--- config.mk ---
export PLATFORM = sky130hd
export DESIGN_NAME = fb_window_addr_gen
export DESIGN_NICKNAME = d
export VERILOG_FILES = /design/src/rtl/fbw_pkg.sv /design/src/rtl/fbw_axis.sv /design/src/rtl/fbw_addr.sv /design/src/rtl/fb_window_addr_gen.sv
export SDC_FILE = /design/constraint.sdc
export NUM_CORES = 1
export LEC_CHECK = 0
export ABC_CLOCK_PERIOD_IN_PS = 2300
export BUFFER_PORTS_ARGS = -buffer_cell sky130_fd_sc_hd__buf_2
export CAP_MARGIN = 20
export CORE_UTILIZATION = 45
export CTS_CLUSTER_DIAMETER = 200
export DETAILED_ROUTE_END_ITERATION = 6
export PLACE_DENSITY = 0.67
export REMOVE_ABC_BUFFERS = 1
export SYNTH_ARGS = -nofsm -noshare
export SYNTH_HDL_FRONTEND = slang
export SYNTH_SLANG_ARGS = --single-unit
--- constraint.sdc ---
create_clock -name clk -period 2.3 [get_ports clk]
set_input_delay 0.345 -clock clk [delete_from_list [all_inputs] [get_ports clk]]
set_output_delay 0.345 -clock clk [all_outputs]
set_load 0.1 [all_outputs]
--- src/rtl/fbw_pkg.sv ---
package fbw_pkg;
  localparam int FB_COLS = 64;
  localparam int FB_ROWS = 80;

  typedef enum logic {
    ORDER_HORIZ = 1'b0,
    ORDER_VERT  = 1'b1
  } scan_order_e;
endpackage

--- src/rtl/fbw_axis.sv ---
// One window-bounded pointer: holds first/last bounds and the current position.
module fbw_axis #(
  parameter int LIMIT = 64,
  localparam int W = $clog2(LIMIT)
) (
  input  logic         clk,
  input  logic         rst_n,
  input  logic         load,
  input  logic [W-1:0] lo_in,
  input  logic [W-1:0] hi_in,
  input  logic         step,
  output logic [W-1:0] ptr,
  output logic         at_end
);
  localparam logic [W:0]   LIM_X  = (W+1)'(LIMIT);
  localparam logic [W-1:0] LAST_R = W'(LIMIT - 1);

  logic [W-1:0] first_q, last_q, ptr_q;

  function automatic logic [W-1:0] fold(input logic [W-1:0] v);
    logic [W:0] vx;
    vx = {1'b0, v};
    if (vx >= LIM_X) return W'(vx - LIM_X);
    return v;
  endfunction

  assign at_end = (ptr_q >= last_q);
  assign ptr    = ptr_q;

  always_ff @(posedge clk or negedge rst_n) begin
    if (!rst_n) begin
      first_q <= '0;
      last_q  <= LAST_R;
      ptr_q   <= '0;
    end else if (load) begin
      first_q <= fold(lo_in);
      last_q  <= fold(hi_in);
      ptr_q   <= fold(lo_in);
    end else if (step) begin
      ptr_q   <= at_end ? first_q : ptr_q + 1'b1;
    end
  end

  p_ptr_bounded_r7: assert property (@(posedge clk) disable iff (!rst_n)
    int'(ptr_q) < LIMIT);

  p_wrap_to_first_r6: assert property (@(posedge clk) disable iff (!rst_n)
    (step && !load && at_end) |=> (ptr_q == $past(first_q)));

  p_step_inc_r4: assert property (@(posedge clk) disable iff (!rst_n)
    (step && !load && !at_end) |=> (ptr_q == $past(ptr_q) + 1'b1));

  p_hold_r8: assert property (@(posedge clk) disable iff (!rst_n)
    (!step && !load) |=> $stable(ptr_q));
endmodule

--- src/rtl/fbw_addr.sv ---
// Byte address from column and row pointers.
module fbw_addr #(
  parameter int COLS = 64,
  parameter int ROWS = 80,
  localparam int COL_W  = $clog2(COLS),
  localparam int ROW_W  = $clog2(ROWS),
  localparam int ADDR_W = $clog2(COLS * ROWS)
) (
  input  logic [COL_W-1:0]  col,
  input  logic [ROW_W-1:0]  row,
  output logic [ADDR_W-1:0] addr
);
  generate
    if ((COLS & (COLS - 1)) == 0) begin : g_pow2
      assign addr = ADDR_W'({row, col});
    end else begin : g_mult
      assign addr = ADDR_W'(row) * ADDR_W'(COLS) + ADDR_W'(col);
    end
  endgenerate
endmodule

--- src/rtl/fb_window_addr_gen.sv ---
module fb_window_addr_gen
  import fbw_pkg::*;
#(
  parameter int COLS   = FB_COLS,
  parameter int ROWS   = FB_ROWS,
  parameter int DATA_W = 8,
  localparam int COL_W  = $clog2(COLS),
  localparam int ROW_W  = $clog2(ROWS),
  localparam int ADDR_W = $clog2(COLS * ROWS)
) (
  input  logic              clk,
  input  logic              rst_n,
  input  logic              vert_mode,
  input  logic              col_load,
  input  logic [COL_W-1:0]  col_lo,
  input  logic [COL_W-1:0]  col_hi,
  input  logic              row_load,
  input  logic [ROW_W-1:0]  row_lo,
  input  logic [ROW_W-1:0]  row_hi,
  input  logic              in_valid,
  output logic              in_ready,
  input  logic [DATA_W-1:0] in_data,
  output logic              mem_we,
  output logic [ADDR_W-1:0] mem_addr,
  output logic [DATA_W-1:0] mem_wdata,
  output logic              redraw,
  input  logic              redraw_clr
);
  scan_order_e       order;
  logic              fire;
  logic              col_step, row_step;
  logic              col_end_hit, row_end_hit;
  logic [COL_W-1:0]  col_ptr;
  logic [ROW_W-1:0]  row_ptr;
  logic [ADDR_W-1:0] addr_now;

  logic              we_q;
  logic [ADDR_W-1:0] addr_q;
  logic [DATA_W-1:0] data_q;
  logic              redraw_q;

  assign in_ready = 1'b1;
  assign fire     = in_valid;
  assign order    = scan_order_e'(vert_mode);

  always_comb begin
    if (order == ORDER_HORIZ) begin
      col_step = fire;
      row_step = fire & col_end_hit;
    end else begin
      row_step = fire;
      col_step = fire & row_end_hit;
    end
  end

  fbw_axis #(.LIMIT(COLS)) u_col (
    .clk    (clk),
    .rst_n  (rst_n),
    .load   (col_load),
    .lo_in  (col_lo),
    .hi_in  (col_hi),
    .step   (col_step),
    .ptr    (col_ptr),
    .at_end (col_end_hit)
  );

  fbw_axis #(.LIMIT(ROWS)) u_row (
    .clk    (clk),
    .rst_n  (rst_n),
    .load   (row_load),
    .lo_in  (row_lo),
    .hi_in  (row_hi),
    .step   (row_step),
    .ptr    (row_ptr),
    .at_end (row_end_hit)
  );

  fbw_addr #(.COLS(COLS), .ROWS(ROWS)) u_addr (
    .col  (col_ptr),
    .row  (row_ptr),
    .addr (addr_now)
  );

  always_ff @(posedge clk or negedge rst_n) begin
    if (!rst_n) begin
      we_q     <= 1'b0;
      addr_q   <= '0;
      data_q   <= '0;
      redraw_q <= 1'b0;
    end else begin
      we_q <= fire;
      if (fire) begin
        addr_q <= addr_now;
        data_q <= in_data;
      end
      if (fire)            redraw_q <= 1'b1;
      else if (redraw_clr) redraw_q <= 1'b0;
    end
  end

  assign mem_we    = we_q;
  assign mem_addr  = addr_q;
  assign mem_wdata = data_q;
  assign redraw    = redraw_q;

  p_we_follows_r2: assert property (@(posedge clk) disable iff (!rst_n)
    in_valid |=> (mem_we && mem_wdata == $past(in_data)));

  p_no_spurious_we_r2: assert property (@(posedge clk) disable iff (!rst_n)
    !in_valid |=> !mem_we);

  p_addr_range_r3: assert property (@(posedge clk) disable iff (!rst_n)
    mem_we |-> (int'(mem_addr) < COLS * ROWS));

  p_redraw_set_r9: assert property (@(posedge clk) disable iff (!rst_n)
    in_valid |=> redraw);

  p_redraw_clr_r9: assert property (@(posedge clk) disable iff (!rst_n)
    (redraw_clr && !in_valid) |=> !redraw);
endmodule

==> run_results.csv <==
group,metric,value,unit
place,postPlaceCellArea,0.00367,mm2
die,die_area,0.00749,mm2
yosys,ys_seq_elements,62,
detailed_routing,drtAntennaViolNets,0,
pwr,power.switching,0.00165,W
clocking,clk_latency,0.34,ns
setup_path,cp_max_fo,7,
timing,min_period_over_period,0.955,
setup_path,path_cells,"inv_1 > ha_4 > a21o_1 > a31oi_4 > o221a_4 > buf_4 > mux2i_1 > o31ai_1 > a21o_1",
yosys,ys_seq_area_frac,0.486,
yosys,synthAdderAreaFrac,0.0739,
timing,rsz0062_at_grt,"false",
clocking,cts_tree,"done",
detailed_routing,drc,0,
clocking,clockRootBuffer,"clkbuf_8",
status,status,"finished, final reports clean",
yosys,synth-xor-area-share,0.0136,
setup_path,critPathArrivalTime,2.42,ns
timing,final_max_slew_viol_count,0,
setup_path,critPathKind,"flip-flop to flip-flop",
detailed_routing,totalWireLength,6440,um
pwr,p_int,0.00239,W
global_route,antenna_found_initial,0,
detailed_routing,drtPass1Iterations,4,
pwr,swShare,0.408,
timing,holdWs,0.0206,ns
timing,slew_headroom,0.577,
clocking,numCtsBuffers,9,
setup_path,cp.required,2.53,ns
pwr,power.clock.fraction,0.243,
place,dp_slack,0.0439,ns
global_route,overflow,0,
yosys,synth_simple_gate_area_frac,0.0875,
yosys,synth_edf_count,0,
place,gp_congestion,0.780,
pwr,p_seq_frac,0.346,
run,cap_violations,0,
setup_path,cp_slowest_cell,"dfstp_2",
final_layout,layout_commonest_cell,"buf_2",
setup_path,r2r_setup_slack,0.10,ns
clocking,numClockSinks,62,
yosys,ys_types,44,
detailed_routing,via_per_inst,5.17,
timing,setup_ws,0.104,ns
global_route,grt_pass1_wl,10700,um
global_route,grt_pass1_vias,2319,
timing,fin_tns_setup,0,ns
yosys,synthMuxAreaShare,0.125,
yosys,syn_inst,302,
final_layout,drive_gt1_frac,0.360,
place,hpwl,4540,um
yosys,synth-compound-area-share,0.160,
detailed_routing,vias,2476,
timing,hold_viol_final,0,
yosys,synth_top_family_by_area,"compound AO/OA/AOI/OAI gates",
min_path,hp-class,"primary input to asynchronous set/reset pin",
setup_path,cp-start-kind,"flip-flop",
timing,setup_viol,0,
clocking,htreeDepth,3,
pwr,p_leak,1.92,nW
detailed_routing,routedWlPerCell,13.4,um
timing,skew,0.0143,ns
yosys,synth-warning-count,0,
die,die_y,86.6,um
setup_path,critPathCaptureType,"flip-flop",
pwr,ir_drop,0.433,mV
pwr,p_per_area,1020,mW/mm2
setup_path,critPathMaxStageDelay,0.52,ns
pwr,comb_power_share,0.411,
die,start_util,0.468,
final_layout,diodes,0,
setup_path,cpMostUsedCell,"a21o_1",
final_layout,final_util,0.578,
yosys,netlist_area,0.00322,mm2
final_layout,area_growth,23.3,%
timing,max_freq,455,MHz
global_route,grt_max_degree,42,
timing,fin_crit,2.20,ns
die,io_pins,65,
detailed_routing,drt_iter0_markers,99,
die,std_cell_rows,30,
clocking,cts_buffer_depth,2,
clocking,clk_pin_slew,0.08,ns
yosys,ys_async_sr_fraction,1.00,
timing,worstMarginPinSlew,0.635,ns
final_layout,final_cell_area,0.00397,mm2
global_route,grt_usage,0.185,
die,core,0.00687,mm2
final_layout,final_nets,438,
die,fp.dieW,86.6,um
final_layout,layout_common_cells,"63 x buf_2, 51 x dfrtp_1, 32 x o21ai_0",
yosys,synth_ff_type,"dfrtp_1",
place,io_buffer_count,63,
yosys,synth_area_per_cell,10.7,um2
[cell type report]
type                            count  area (um2)
Sequential cell                    62        1570
Timing Repair Buffer               76         438
Fill cell                         614        2900
Tap cell                           96         120
Inverter                           30         113
Clock inverter                      5        57.6
Clock buffer                       11         151
Multi-Input combinational cell    199        1520
[path summary, 6_finish.rpt]
check	depth (start not counted)	from	endpoint
min in group clk	3	col_hi[5]	u_col.last_q[5]
max in group asynchronous	2	rst_n	u_row.last_q[2]
max	9	u_row.last_q[2]	u_row.ptr[5]
min reg2reg	1	redraw	redraw
min	1	rst_n	mem_addr[5]
max reg2reg	9	u_row.last_q[2]	u_row.ptr[5]
[synthesized netlist by cell type (3+ instances only)]
cell | count | share of area
dfrtp_1 | 51 | 0.40
o21ai_0 | 32 | 0.050
inv_1 | 30 | 0.035
nand2_1 | 28 | 0.033
mux2_2 | 26 | 0.091
ha_1 | 19 | 0.074
a21oi_1 | 13 | 0.020
dfstp_2 | 11 | 0.090
mux2i_1 | 11 | 0.034
clkbuf_1 | 10 | 0.012
nor2_1 | 10 | 0.012
nand3_1 | 7 | 0.011
a21o_1 | 6 | 0.014
a2bb2oi_1 | 4 | 0.011
nand2b_1 | 3 | 0.0058
o211ai_1 | 3 | 0.0070
xor2_1 | 3 | 0.0082
[cells by family (layout without fill, tap and decap cells)]
family	count (synthesis)	count (layout)
compound gates	76	77
xor+xnor	5	5
fa+ha+maj	19	19
buf+inv	42	122
flops	62	62
mux	37	37
other cells	1	1
simple gates	60	60
[power groups by stage]
stage / clock, W / combinational [W] / sequential [W]
floorplan: 0 / 0.000624 / 0.00197
global placement: 0 / 0.00152 / 0.00141
detailed placement: 0 / 0.00155 / 0.00141
CTS: 0.000999 / 0.00155 / 0.00139
global route: 0.00105 / 0.00178 / 0.00142
finish: 0.000980 / 0.00166 / 0.00139
[per-layer routing]
layer  up-vias  global-route usage  routed length (um)
met4         0              0.0561                  82
li1       1207                   -                   -
met3         5              0.0514                 282
met5         -                   0                   0
met2        52               0.300                3070
met1      1212               0.243                3010
[registers in the layout, indices dropped and copies added, names as in the netlist]
register,count
u_row.ptr,7
u_row.first_q,7
mem_we,1
mem_wdata,8
u_col.ptr,6
u_col.last_q,6
u_row.last_q,7
u_col.first_q,6
mem_addr,13
redraw,1
[metrics by stage]
step	power, W	cells
floorplan	0.00259	290
global placement	0.00292	457
detailed placement	0.00296	457
CTS	0.00394	473
global route	0.00425	479
finish	0.00403	479
[worst max-delay path: cells and delay by family, from the launching register on]
kind / cells / cell delay (ns)
compound gates: 5 / 0.96
flops: 1 / 0.52
fa+ha+maj: 1 / 0.23
buf+inv: 2 / 0.20
mux: 1 / 0.19
[repair_timing]
item | CTS | global route
resized for setup | 0 | 3
hold buffers | 0 | 0
endpoints found under the setup margin | 0 | 4
buffers inserted | 0 | 5
endpoints found under the hold margin | 0 | 0
Note: power is estimated with default switching activity, not from simulation.
